==> config.mk <==
export PLATFORM = sky130hd
export DESIGN_NAME = sai_rx_port
export DESIGN_NICKNAME = d
export VERILOG_FILES = /design/src/rtl/sai_pkg.sv /design/src/rtl/sai_sync.sv /design/src/rtl/sai_deser.sv /design/src/rtl/sai_zero_det.sv /design/src/rtl/sai_rx_port.sv
export SDC_FILE = /design/constraint.sdc
export NUM_CORES = 1
export LEC_CHECK = 0
export BUFFER_PORTS_ARGS = -buffer_cell sky130_fd_sc_hd__buf_4
export CAP_MARGIN = 20
export CORE_MARGIN = 2
export CORE_UTILIZATION = 34
export DETAILED_ROUTE_END_ITERATION = 8
export HOLD_SLACK_MARGIN = 0.15
export PLACE_DENSITY = 0.59
export REMOVE_ABC_BUFFERS = 1
export SLEW_MARGIN = 20
export SYNTH_ARGS = -nofsm -noshare
export SYNTH_HDL_FRONTEND = slang
export SYNTH_SLANG_ARGS = --single-unit
==> constraint.sdc <==
create_clock -name clk -period 3.25 [get_ports clk]
set_clock_uncertainty 0.2 [all_clocks]
set_input_delay 0.1625 -clock clk [delete_from_list [all_inputs] [get_ports clk]]
set_output_delay 0.1625 -clock clk [all_outputs]
set_load 0.02 [all_outputs]
==> src/rtl/sai_pkg.sv <==
// Shared codes for the serial audio input port.
package sai_pkg;
    typedef enum logic [1:0] {
        FMT_LJ  = 2'b00,
        FMT_I2S = 2'b01,
        FMT_RJ  = 2'b10,
        FMT_DSP = 2'b11
    } fmt_e;

    // Word length in bits for a word-length code (00 and 11 give 24)
    function automatic int unsigned word_bits(input logic [1:0] code);
        case (code)
            2'b01:   return 20;
            2'b10:   return 16;
            default: return 24;
        endcase
    endfunction
endpackage

==> src/rtl/sai_sync.sv <==
// Multi-bit chain of flops that brings asynchronous single-bit signals into clk.
// Assumes each bit is independent and changes slowly compared with clk.
module sai_sync #(
    parameter int WIDTH  = 3,
    parameter int STAGES = 2
) (
    input  logic             clk,
    input  logic             rst_n,
    input  logic [WIDTH-1:0] d_i,
    output logic [WIDTH-1:0] q_o
);
    logic [STAGES-1:0][WIDTH-1:0] stg;

    // Shift each input through STAGES flops
    always_ff @(posedge clk) begin
        if (!rst_n) stg <= '0;
        else        stg <= {stg[STAGES-2:0], d_i};
    end

    assign q_o = stg[STAGES-1];
endmodule

==> src/rtl/sai_deser.sv <==
// Frame tracker and shifter: it finds the slot position from frame-clock edges
// and emits a left-aligned word plus its channel when the framing says it is done.
// Assumes synchronised inputs and bit-clock phases of at least two clk cycles.
module sai_deser import sai_pkg::*; #(
    parameter int SAMPLE_W    = 24,
    parameter int FRAME_SLOTS = 64
) (
    input  logic                clk,
    input  logic                rst_n,
    input  logic                sclk_s,
    input  logic                fs_s,
    input  logic                sd_s,
    input  logic [1:0]          fmt_i,
    input  logic [1:0]          wlen_i,
    output logic [SAMPLE_W-1:0] word_o,
    output logic                vld_o,
    output logic                right_o
);
    localparam int              CNT_W    = $clog2(FRAME_SLOTS);
    localparam logic [CNT_W-1:0] SLOT_MAX = CNT_W'(FRAME_SLOTS - 1);

    fmt_e                fmt;
    logic                sclk_d, fs_last, primed, locked;
    logic                rise, edge_hit, emit, emit_right;
    logic [CNT_W-1:0]    cnt, cur_slot, wb;
    logic [SAMPLE_W-1:0] sr, sr_nx, emit_word;
    int unsigned         shift;

    assign fmt   = fmt_e'(fmt_i);
    assign wb    = CNT_W'(word_bits(wlen_i));
    assign shift = SAMPLE_W - word_bits(wlen_i);

    // Decode edges, slot position and the emit condition for this bit
    always_comb begin
        rise = sclk_s & ~sclk_d;
        if (fmt == FMT_DSP) edge_hit = primed & fs_s & ~fs_last;
        else                edge_hit = primed & (fs_s ^ fs_last);
        cur_slot   = edge_hit ? '0 : ((cnt == SLOT_MAX) ? cnt : cnt + 1'b1);
        sr_nx      = {sr[SAMPLE_W-2:0], sd_s};
        emit_word  = sr_nx << shift;
        emit       = 1'b0;
        emit_right = 1'b0;
        case (fmt)
            FMT_LJ: begin
                emit       = locked & (cur_slot == wb - 1'b1);
                emit_right = ~fs_s;
            end
            FMT_I2S: begin
                emit       = locked & (cur_slot == wb);
                emit_right = fs_s;
            end
            FMT_RJ: begin
                emit       = locked & edge_hit;
                emit_right = ~fs_last;
                emit_word  = sr << shift;
            end
            default: begin
                emit       = locked & ((cur_slot == wb) | (cur_slot == (wb << 1)));
                emit_right = (cur_slot == (wb << 1));
            end
        endcase
    end

    // Advance frame state on each bit-clock rise
    always_ff @(posedge clk) begin
        if (!rst_n) begin
            sclk_d  <= 1'b0;
            fs_last <= 1'b0;
            primed  <= 1'b0;
            locked  <= 1'b0;
            cnt     <= SLOT_MAX;
            sr      <= '0;
        end else begin
            sclk_d <= sclk_s;
            if (rise) begin
                fs_last <= fs_s;
                primed  <= 1'b1;
                cnt     <= cur_slot;
                sr      <= sr_nx;
                if (edge_hit) locked <= 1'b1;
            end
        end
    end

    // Register the emitted word and its channel
    always_ff @(posedge clk) begin
        if (!rst_n) begin
            word_o  <= '0;
            vld_o   <= 1'b0;
            right_o <= 1'b0;
        end else begin
            vld_o <= rise & emit;
            if (rise & emit) begin
                word_o  <= emit_word;
                right_o <= emit_right;
            end
        end
    end
endmodule

==> src/rtl/sai_zero_det.sv <==
// Silence detector for one channel: counts consecutive zero samples.
// Assumes vld_i marks each new sample on data_i.
module sai_zero_det #(
    parameter int SAMPLE_W = 24,
    parameter int ZERO_RUN = 1024
) (
    input  logic                clk,
    input  logic                rst_n,
    input  logic                vld_i,
    input  logic [SAMPLE_W-1:0] data_i,
    output logic                zero_o
);
    localparam int             RUN_W    = $clog2(ZERO_RUN + 1);
    localparam logic [RUN_W-1:0] RUN_LAST = RUN_W'(ZERO_RUN - 1);
    localparam logic [RUN_W-1:0] RUN_TOP  = RUN_W'(ZERO_RUN);

    logic [RUN_W-1:0] run;

    // Count zero samples, saturate at the run length, clear on non-zero
    always_ff @(posedge clk) begin
        if (!rst_n) begin
            run    <= '0;
            zero_o <= 1'b0;
        end else if (vld_i) begin
            if (data_i == '0) begin
                if (run != RUN_TOP) run <= run + 1'b1;
                zero_o <= zero_o | (run == RUN_LAST);
            end else begin
                run    <= '0;
                zero_o <= 1'b0;
            end
        end
    end
endmodule

==> src/rtl/sai_rx_port.sv <==
// Multi-format serial audio input port. It synchronises the serial link,
// deserialises it and steers words into per-channel registers with silence flags.
// Assumes the format and length codes are static outside reset.
module sai_rx_port #(
    parameter int SAMPLE_W    = 24,
    parameter int FRAME_SLOTS = 64,
    parameter int ZERO_RUN    = 1024,
    parameter int SYNC_STAGES = 2
) (
    input  logic                clk,
    input  logic                rst_n,
    input  logic                sclk_i,
    input  logic                frame_i,
    input  logic                sdata_i,
    input  logic [1:0]          fmt_i,
    input  logic [1:0]          wlen_i,
    output logic [SAMPLE_W-1:0] left_data_o,
    output logic                left_valid_o,
    output logic [SAMPLE_W-1:0] right_data_o,
    output logic                right_valid_o,
    output logic                left_zero_o,
    output logic                right_zero_o
);
    localparam int CHANNELS = 2;

    logic [2:0]          sync_q;
    logic [SAMPLE_W-1:0] w_word;
    logic                w_vld, w_right;
    logic [SAMPLE_W-1:0] ch_data [CHANNELS];
    logic                ch_vld  [CHANNELS];
    logic                ch_zero [CHANNELS];

    sai_sync #(.WIDTH(3), .STAGES(SYNC_STAGES)) u_sync (
        .clk   (clk),
        .rst_n (rst_n),
        .d_i   ({sclk_i, frame_i, sdata_i}),
        .q_o   (sync_q)
    );

    sai_deser #(.SAMPLE_W(SAMPLE_W), .FRAME_SLOTS(FRAME_SLOTS)) u_deser (
        .clk     (clk),
        .rst_n   (rst_n),
        .sclk_s  (sync_q[2]),
        .fs_s    (sync_q[1]),
        .sd_s    (sync_q[0]),
        .fmt_i   (fmt_i),
        .wlen_i  (wlen_i),
        .word_o  (w_word),
        .vld_o   (w_vld),
        .right_o (w_right)
    );

    for (genvar ch = 0; ch < CHANNELS; ch++) begin : g_chan
        // Capture words addressed to this channel
        always_ff @(posedge clk) begin
            if (!rst_n) begin
                ch_data[ch] <= '0;
                ch_vld[ch]  <= 1'b0;
            end else begin
                ch_vld[ch] <= w_vld & (w_right == 1'(ch));
                if (w_vld & (w_right == 1'(ch))) ch_data[ch] <= w_word;
            end
        end

        sai_zero_det #(.SAMPLE_W(SAMPLE_W), .ZERO_RUN(ZERO_RUN)) u_zero (
            .clk    (clk),
            .rst_n  (rst_n),
            .vld_i  (ch_vld[ch]),
            .data_i (ch_data[ch]),
            .zero_o (ch_zero[ch])
        );
    end

    assign left_data_o   = ch_data[0];
    assign left_valid_o  = ch_vld[0];
    assign left_zero_o   = ch_zero[0];
    assign right_data_o  = ch_data[1];
    assign right_valid_o = ch_vld[1];
    assign right_zero_o  = ch_zero[1];
endmodule

Word level (Yosys, flattened, before mapping)
Memories as Yosys holds them, arrays and structs flattened.
Index checks and enable logic that the tools add are counted.
{"block": "totals", "register_bits": 90, "latch_bits": 0, "mem_bits_rw": 50, "romBits": 0, "output_inout_bits": 52, "n_memories": 2}
{"memory": "ch_data", "words": 2, "word_bits": 24, "rd": 2, "rd_ports_with_merged_regs": 0, "write_ports": 2, "line": "sai_rx_port.sv:29", "rtl": "logic [SAMPLE_W-1:0] ch_data [CHANNELS];"}
{"memory": "ch_vld", "words": 2, "word_bits": 1, "rd": 2, "rd_ports_with_merged_regs": 0, "write_ports": 2, "line": "sai_rx_port.sv:30", "rtl": "logic ch_vld [CHANNELS];"}
{"block": "classes", "n_addsub": 5, "mul": 0, "div_mod_pow": 0, "order_cmp": 0, "n_eq_ne": 15, "shift": 2, "mux": 25, "n_bitwise": 23, "reduce_logical": 6}
{"cell": "$mux 24", "n": 3}
{"cell": "$shl 24x32->24", "n": 2}
{"cell": "$logic_not 24->1", "n": 2}
{"cell": "$mux 11", "n": 4}
{"cell": "$add 11x1->11 const B", "n": 2}
{"cell": "$eq 11x10->1 const B", "n": 2}
{"cell": "$ne 11x11->1 const B", "n": 2}
{"cell": "$mux 1", "n": 13}
{"cell": "$eq 6x6->1", "n": 2}
{"cell": "$mux 6", "n": 2}
{"cell": "$and 1x1->1", "n": 11}
{"cell": "$pmux 4 s2", "n": 1}
{"cell": "$or 1x1->1", "n": 7}
{"cell": "$add 6x1->6 const B", "n": 1}
{"cell": "$eq 2x2->1 const B", "n": 3}
{"cell": "$eq 6x5->1", "n": 1}
{"cell": "$eq 6x6->1 const B", "n": 1}
{"cell": "$pmux 1 s3", "n": 2}
{"cell": "$reduce_and 2->1", "n": 3}
{"cell": "$sub 5x1->6 const B", "n": 1}
{"cell": "$sub 5x5->6 const A", "n": 1}
{"cell": "$eq 2x1->1 const B", "n": 2}
{"cell": "$ne 2x2->1 const B", "n": 2}
{"cell": "$not 1->1", "n": 4}
{"cell": "2 further kinds", "n": 2}

Longest topological paths before layout
{"block": "logic_depth", "word_depth": 9, "ltp_mapped": 11, "depth_no_buf": 9}

By module
Synthesis repeated with hierarchy kept, for this count alone.
{"block": "hier_totals", "cells_unflattened": 766, "hier_area_um2": 6861.6}
{"module": "sai_deser", "n_inst": 1, "cells_each": 429, "area_per_inst_um2": 3345.7}
{"module": "sai_rx_port", "n_inst": 1, "cells_each": 138, "area_per_inst_um2": 1844.3}
{"module": "sai_zero_det", "n_inst": 2, "cells_each": 92, "area_per_inst_um2": 745.7}
{"module": "sai_sync", "n_inst": 1, "cells_each": 15, "area_per_inst_um2": 180.2}

Least setup slack after synthesis
OpenSTA, ideal clock, no wires.
{"block": "synth_timing", "path_kind": "register to register", "from": "register u_deser.vld_o", "to": "memory ch_data[0][0] (enable)", "arrival_time_ns": 2.106, "required_ns": 2.612, "setup_slack_ns": 0.506, "path_stages_with_launch": 3, "period_less_slack_ns": 2.744, "cell_sequence": "dfxtp_1 -> inv_1 -> o21ai_0"}
{"item": "start: declaration", "line": "sai_deser.sv:16", "rtl": "output logic vld_o,"}
{"item": "start signal: assignment", "line": "sai_deser.sv:92", "rtl": "vld_o <= rise & emit;"}
{"item": "end: declaration", "line": "sai_rx_port.sv:29"}

Worst setup path after layout
{"block": "layout_timing", "from": "register u_deser.cnt[0]", "to": "register u_deser.word_o[8]"}
{"block": "layout_between", "elab_chain_cells": 8}
{"item": "start: declaration", "line": "sai_deser.sv:25", "rtl": "logic [CNT_W-1:0] cnt, cur_slot, wb;"}
{"item": "start signal: assignment", "line": "sai_deser.sv:78", "rtl": "cnt <= cur_slot;"}
{"item": "$add 6x1->6 or $eq 6x6->1 (tied branches)", "line": "sai_deser.sv:38", "rtl": "cur_slot = edge_hit ? '0 : ((cnt == SLOT_MAX) ? cnt : cnt + 1'b1);"}
{"item": "$mux 6 (*) (2 in a row)", "line": "sai_deser.sv:38"}
{"item": "$eq 6x5->1 or $eq 6x6->1 (tied branches)", "line": "sai_deser.sv:49, sai_deser.sv:58"}
{"item": "$or 1x1->1", "line": "sai_deser.sv:58", "rtl": "emit = locked & ((cur_slot == wb) | (cur_slot == (wb << 1)));"}
{"item": "$and 1x1->1", "line": "sai_deser.sv:58"}
{"item": "$pmux 1 s3 (*)", "line": "sai_deser.sv:43", "rtl": "case (fmt)"}
{"item": "$and 1x1->1 (*)", "line": "sai_deser.sv:93", "rtl": "if (rise & emit) begin"}
{"item": "end signal: assignment", "line": "sai_deser.sv:94", "rtl": "word_o <= emit_word;"}
{"item": "end: declaration", "line": "sai_deser.sv:15", "rtl": "output logic [SAMPLE_W-1:0] word_o,"}
Mark *: on every way between the ends. The rest lies on a longest branch, timed or not.
A chain may end at the register's enable or synchronous reset.

==> summary.md <==
The flow ran to the end, and the final reports show no timing, DRC or antenna violations. The critical path starts at u_deser.cnt[0]. After floorplanning, the core was sized to cover 19400 um2. In this run the critical register-to-register path is launched from u_deser.cnt[0]. Across all register-to-register paths, the minimum setup slack is 0.51 ns. The final standard cell utilization of the core came out at 41.4%. For the unique cell type count in the Yosys netlist, the log shows 59. Required time of the worst setup path: 3.40 ns. The clock drives 140 sinks. The run gives 0 as the final-report hold violation count. Port buffering added 60 buffers.

The fraction of post-synthesis cell area in the top cell type by area is 27.5%. The detail route stage leaves a number of antenna-violating nets equal to 0. Setup repair after global routing left no endpoint under its margin. The first routing iteration left 261 violations. Counting flops with a built-in enable in the synthesized netlist gives 48. For the worst-skew pair, the clock arrives at the later sink with an insertion delay of 0.42 ns. The number of antenna violations at the first check in global routing is 0. In this run the worst setup path terminates at u_deser.word_o[8]. STA classifies the critical path endpoint as a flip-flop. Relative to the synthesized area, the layout overhead comes to 19.7%. The tools report the DRC violations left as 0. Global routing used 14.3% of the available tracks across all layers. After the last flow step, the layout net total stands at 773. The number of setup buffers added after CTS is 0. The synthesized flop and latch total is 140.

Overall overflow remaining after global route: 0. For the pin with the worst max-slew slack, the measured transition is 1.03 ns. Measured against its own limit, the worst slew margin works out to 31.5%. Dominant register cell in the synthesized netlist: sky130_fd_sc_hd__dfxtp_1.

Wires add up to 14.4 mm. Worst min-delay path class: input pin to flip-flop. By instance count, the leading cell after synthesis is sky130_fd_sc_hd__nand2_1. The largest area contributor in the synthesized netlist was sky130_fd_sc_hd__dfxtp_1. In the synthesized netlist the async set-or-reset flop fraction comes to 0%. In this run the core area contains 51 standard-cell rows.

The run gives 4040 uW as the overall power after layout. The H-tree was split into 4 levels. The final cycle utilization of the critical path is 84.2%, and the count of yosys warnings during synthesis is 0. The per-cell via count in the routed design is 4.84, and the post-route minimum period is 2.74 ns.

Dividing total power by cell area gives a power density of 503 nW/um2. The maximum ir drop on the vdd rail is 0.248 mV. The analysis attributes to cell leakage a power of 0.00293 uW. Final number of max-transition violations: 0. Detailed placement ended at an HPWL of 10.1 mm. The routed layout has 5006 vias. In the final routed layout, each cell accounts on average for 13.9 um.

Counting the buffers created by CTS gives 17. Pin placement for this block handled 61 I/O pins. Before antenna repair, the detailed router went through 4 iterations.

The congestion estimate from routability-driven global placement came to 0.825. The commonest cells after synthesis are sky130_fd_sc_hd__nand2_1, sky130_fd_sc_hd__dfxtp_1, sky130_fd_sc_hd__and2_1. Clock tree synthesis selected as its root buffer the cell sky130_fd_sc_hd__clkbuf_16. The die area was 20800 um2. The first global-routing pass estimated 23.1 mm of wire. The average size of a mapped cell is 9.57 um2. The run gives 0.365 GHz as the maximum clock rate. After clock tree synthesis, the clock-pin slew on the worst setup and hold paths is 0.06 ns. The logs give 4556 for the via count of the first global-routing pass and 49.0% for the fraction of the yosys area taken by sequential cells.

In the post-synthesis netlist, the biggest area contributors are sky130_fd_sc_hd__dfxtp_1, sky130_fd_sc_hd__edfxtp_1, sky130_fd_sc_hd__nand2_1, sky130_fd_sc_hd__mux2i_1, sky130_fd_sc_hd__and2_1. The logs give 2.89 ns for the worst path arrival time and 700 for the cell count after synthesis. The initial utilization of the core area, before any placement, comes to 34.5%. The number of instances resized during post-cts repair was 0.

The classification of the worst setup path is flip-flop to flip-flop. The worst register-to-register path has a depth of 9. Setup violations remaining at the end of the flow were counted as 0. The worst setup path is launched from a flip-flop. Chip height: 144 um.

TritonCTS built the clock tree. The longest clock path from root to sink contains 2 buffers. The tools report the number of antenna diodes as 0. The synthesized netlist occupies a cell area of 6700 um2.

The ratio of cells with drive above 1 in the final layout is 15.6%. The pin count of the biggest net entering global routing is 57. Of all nets on the critical path, the largest fanout is 26. The run gives 0 as the count of maximum capacitance violations. In this run the critical register-to-register path is captured at u_deser.word_o[8].

The die is 144 um wide.
-- repair_timing --
item	in CTS	in global routing
endpoints found under the setup margin	0	0
endpoints found under the hold margin	50	0
hold buffers	8	0
-- worst min path at each step --
stage / start / to / slack (ns) / cells after the start
after floorplan: rst_n / u_deser.cnt[5] / 0.04 / 1
after global placement: sclk_i / u_sync.stg[2] / 0.17 / 2
after detailed placement: frame_i / u_sync.stg[1] / 0.17 / 2
after CTS: fmt_i[0] / u_deser.right_o / 0.21 / 5
after global routing: u_sync.stg[0] / u_sync.q_o[0] / 0.25 / 1
final: fmt_i[0] / u_deser.right_o / 0.21 / 5
-- placed cells by master, fill, tap and decap left out, types with 3 or more instances in the layout --
cell type / instances
sky130_fd_sc_hd__xnor2_1: 6
sky130_fd_sc_hd__o221ai_1: 10
sky130_fd_sc_hd__a21oi_1: 23
sky130_fd_sc_hd__nand4_1: 15
sky130_fd_sc_hd__clkinv_4: 3
sky130_fd_sc_hd__inv_6: 4
sky130_fd_sc_hd__dlygate4sd3_1: 8
sky130_fd_sc_hd__edfxtp_1: 48
sky130_fd_sc_hd__nor2b_1: 7
sky130_fd_sc_hd__ha_1: 7
sky130_fd_sc_hd__nor4_1: 17
sky130_fd_sc_hd__and3_1: 5
sky130_fd_sc_hd__inv_1: 11
sky130_fd_sc_hd__o21ai_1: 3
sky130_fd_sc_hd__xor2_1: 14
sky130_fd_sc_hd__a21boi_0: 26
sky130_fd_sc_hd__nand2b_1: 6
sky130_fd_sc_hd__dfxtp_1: 92
sky130_fd_sc_hd__nor3_1: 4
sky130_fd_sc_hd__or2_2: 3
sky130_fd_sc_hd__buf_4: 71
sky130_fd_sc_hd__o211ai_1: 10
sky130_fd_sc_hd__a22oi_1: 3
sky130_fd_sc_hd__clkbuf_16: 17
sky130_fd_sc_hd__mux2i_1: 45
sky130_fd_sc_hd__nand3_1: 20
sky130_fd_sc_hd__o21ai_0: 15
sky130_fd_sc_hd__nor2_1: 36
sky130_fd_sc_hd__and2_1: 61
sky130_fd_sc_hd__o2111ai_1: 4
sky130_fd_sc_hd__or3_1: 4
sky130_fd_sc_hd__o22ai_1: 5
sky130_fd_sc_hd__nand2_1: 124
-- metal layers --
metal	share of wire (%)	GRT usage [%]	wire, um	vias to the layer above
met2	45	21.5	6520	92
met4	0.98	4.50	141	0
met1	49	19.7	7120	2310
li1	-	-	-	2590
met3	4.3	4.21	623	14
met5	0	0	0	-
-- logic make-up (layout without fill, tap and decap cells) --
group,after synthesis,count (layout),share of synthesized area [%]
AO/OA/AOI/OAI,112,112,11.2
XOR/XNOR,20,20,2.61
adder cells (fa/ha/maj),7,7,1.31
buffers and inverters,54,124,4.03
flip-flops,140,140,49.0
multiplexers,47,47,7.15
AND/OR/NAND/NOR,320,320,24.7
-- through the flow --
stage               setup WS [ns]  cell area [um2]  TNS, ns  std cells  hold slack, ns
global placement            0.600             7370        0        995           0.174
CTS                         0.519             8020        0       1035           0.207
floorplan                 -0.0960             6480   -0.130        658          0.0387
finish                      0.513             8020        0       1035           0.210
detailed placement          0.551             7370        0        995           0.173
global route                0.338             8020        0       1035           0.247
-- area by class of cell --
class | instances | area [um2]
Multi-Input combinational cell | 506 | 3160
Timing Repair Buffer | 80 | 633
Fill cell | 1949 | 11400
Clock inverter | 13 | 129
Inverter | 12 | 45.0
Tap cell | 265 | 332
Sequential cell | 140 | 3280
Clock buffer | 19 | 443
-- report_power, final --
group	switching (uW)	internal, uW	total, uW
clock network	797	1090	1890
registers	22.8	1840	1860
logic	177	117	294
-- sequential cells by signal, indices dropped and copies added (netlist names), 2 cells and up --
name                  count
ch_vld                    2
u_sync.stg                3
g_chan.u_zero.zero_o      2
g_chan.u_zero.run        22
u_sync.q_o                3
u_deser.word_o           24
ch_data                  48
u_deser.sr               24
u_deser.cnt               6
-- worst max-delay path, cell delays in order, from the launching register on --
cell and delay (ns):
sky130_fd_sc_hd__dfxtp_1 0.48, sky130_fd_sc_hd__ha_1 0.42, sky130_fd_sc_hd__and3_4 0.28, sky130_fd_sc_hd__nand4b_1 0.10, sky130_fd_sc_hd__a32o_1 0.26, sky130_fd_sc_hd__nor4_1 0.25
sky130_fd_sc_hd__o21bai_1 0.10, sky130_fd_sc_hd__nand3_1 0.13, sky130_fd_sc_hd__buf_12 0.22, sky130_fd_sc_hd__mux2i_1 0.21
No activity file was read; power rests on OpenSTA's default activity.
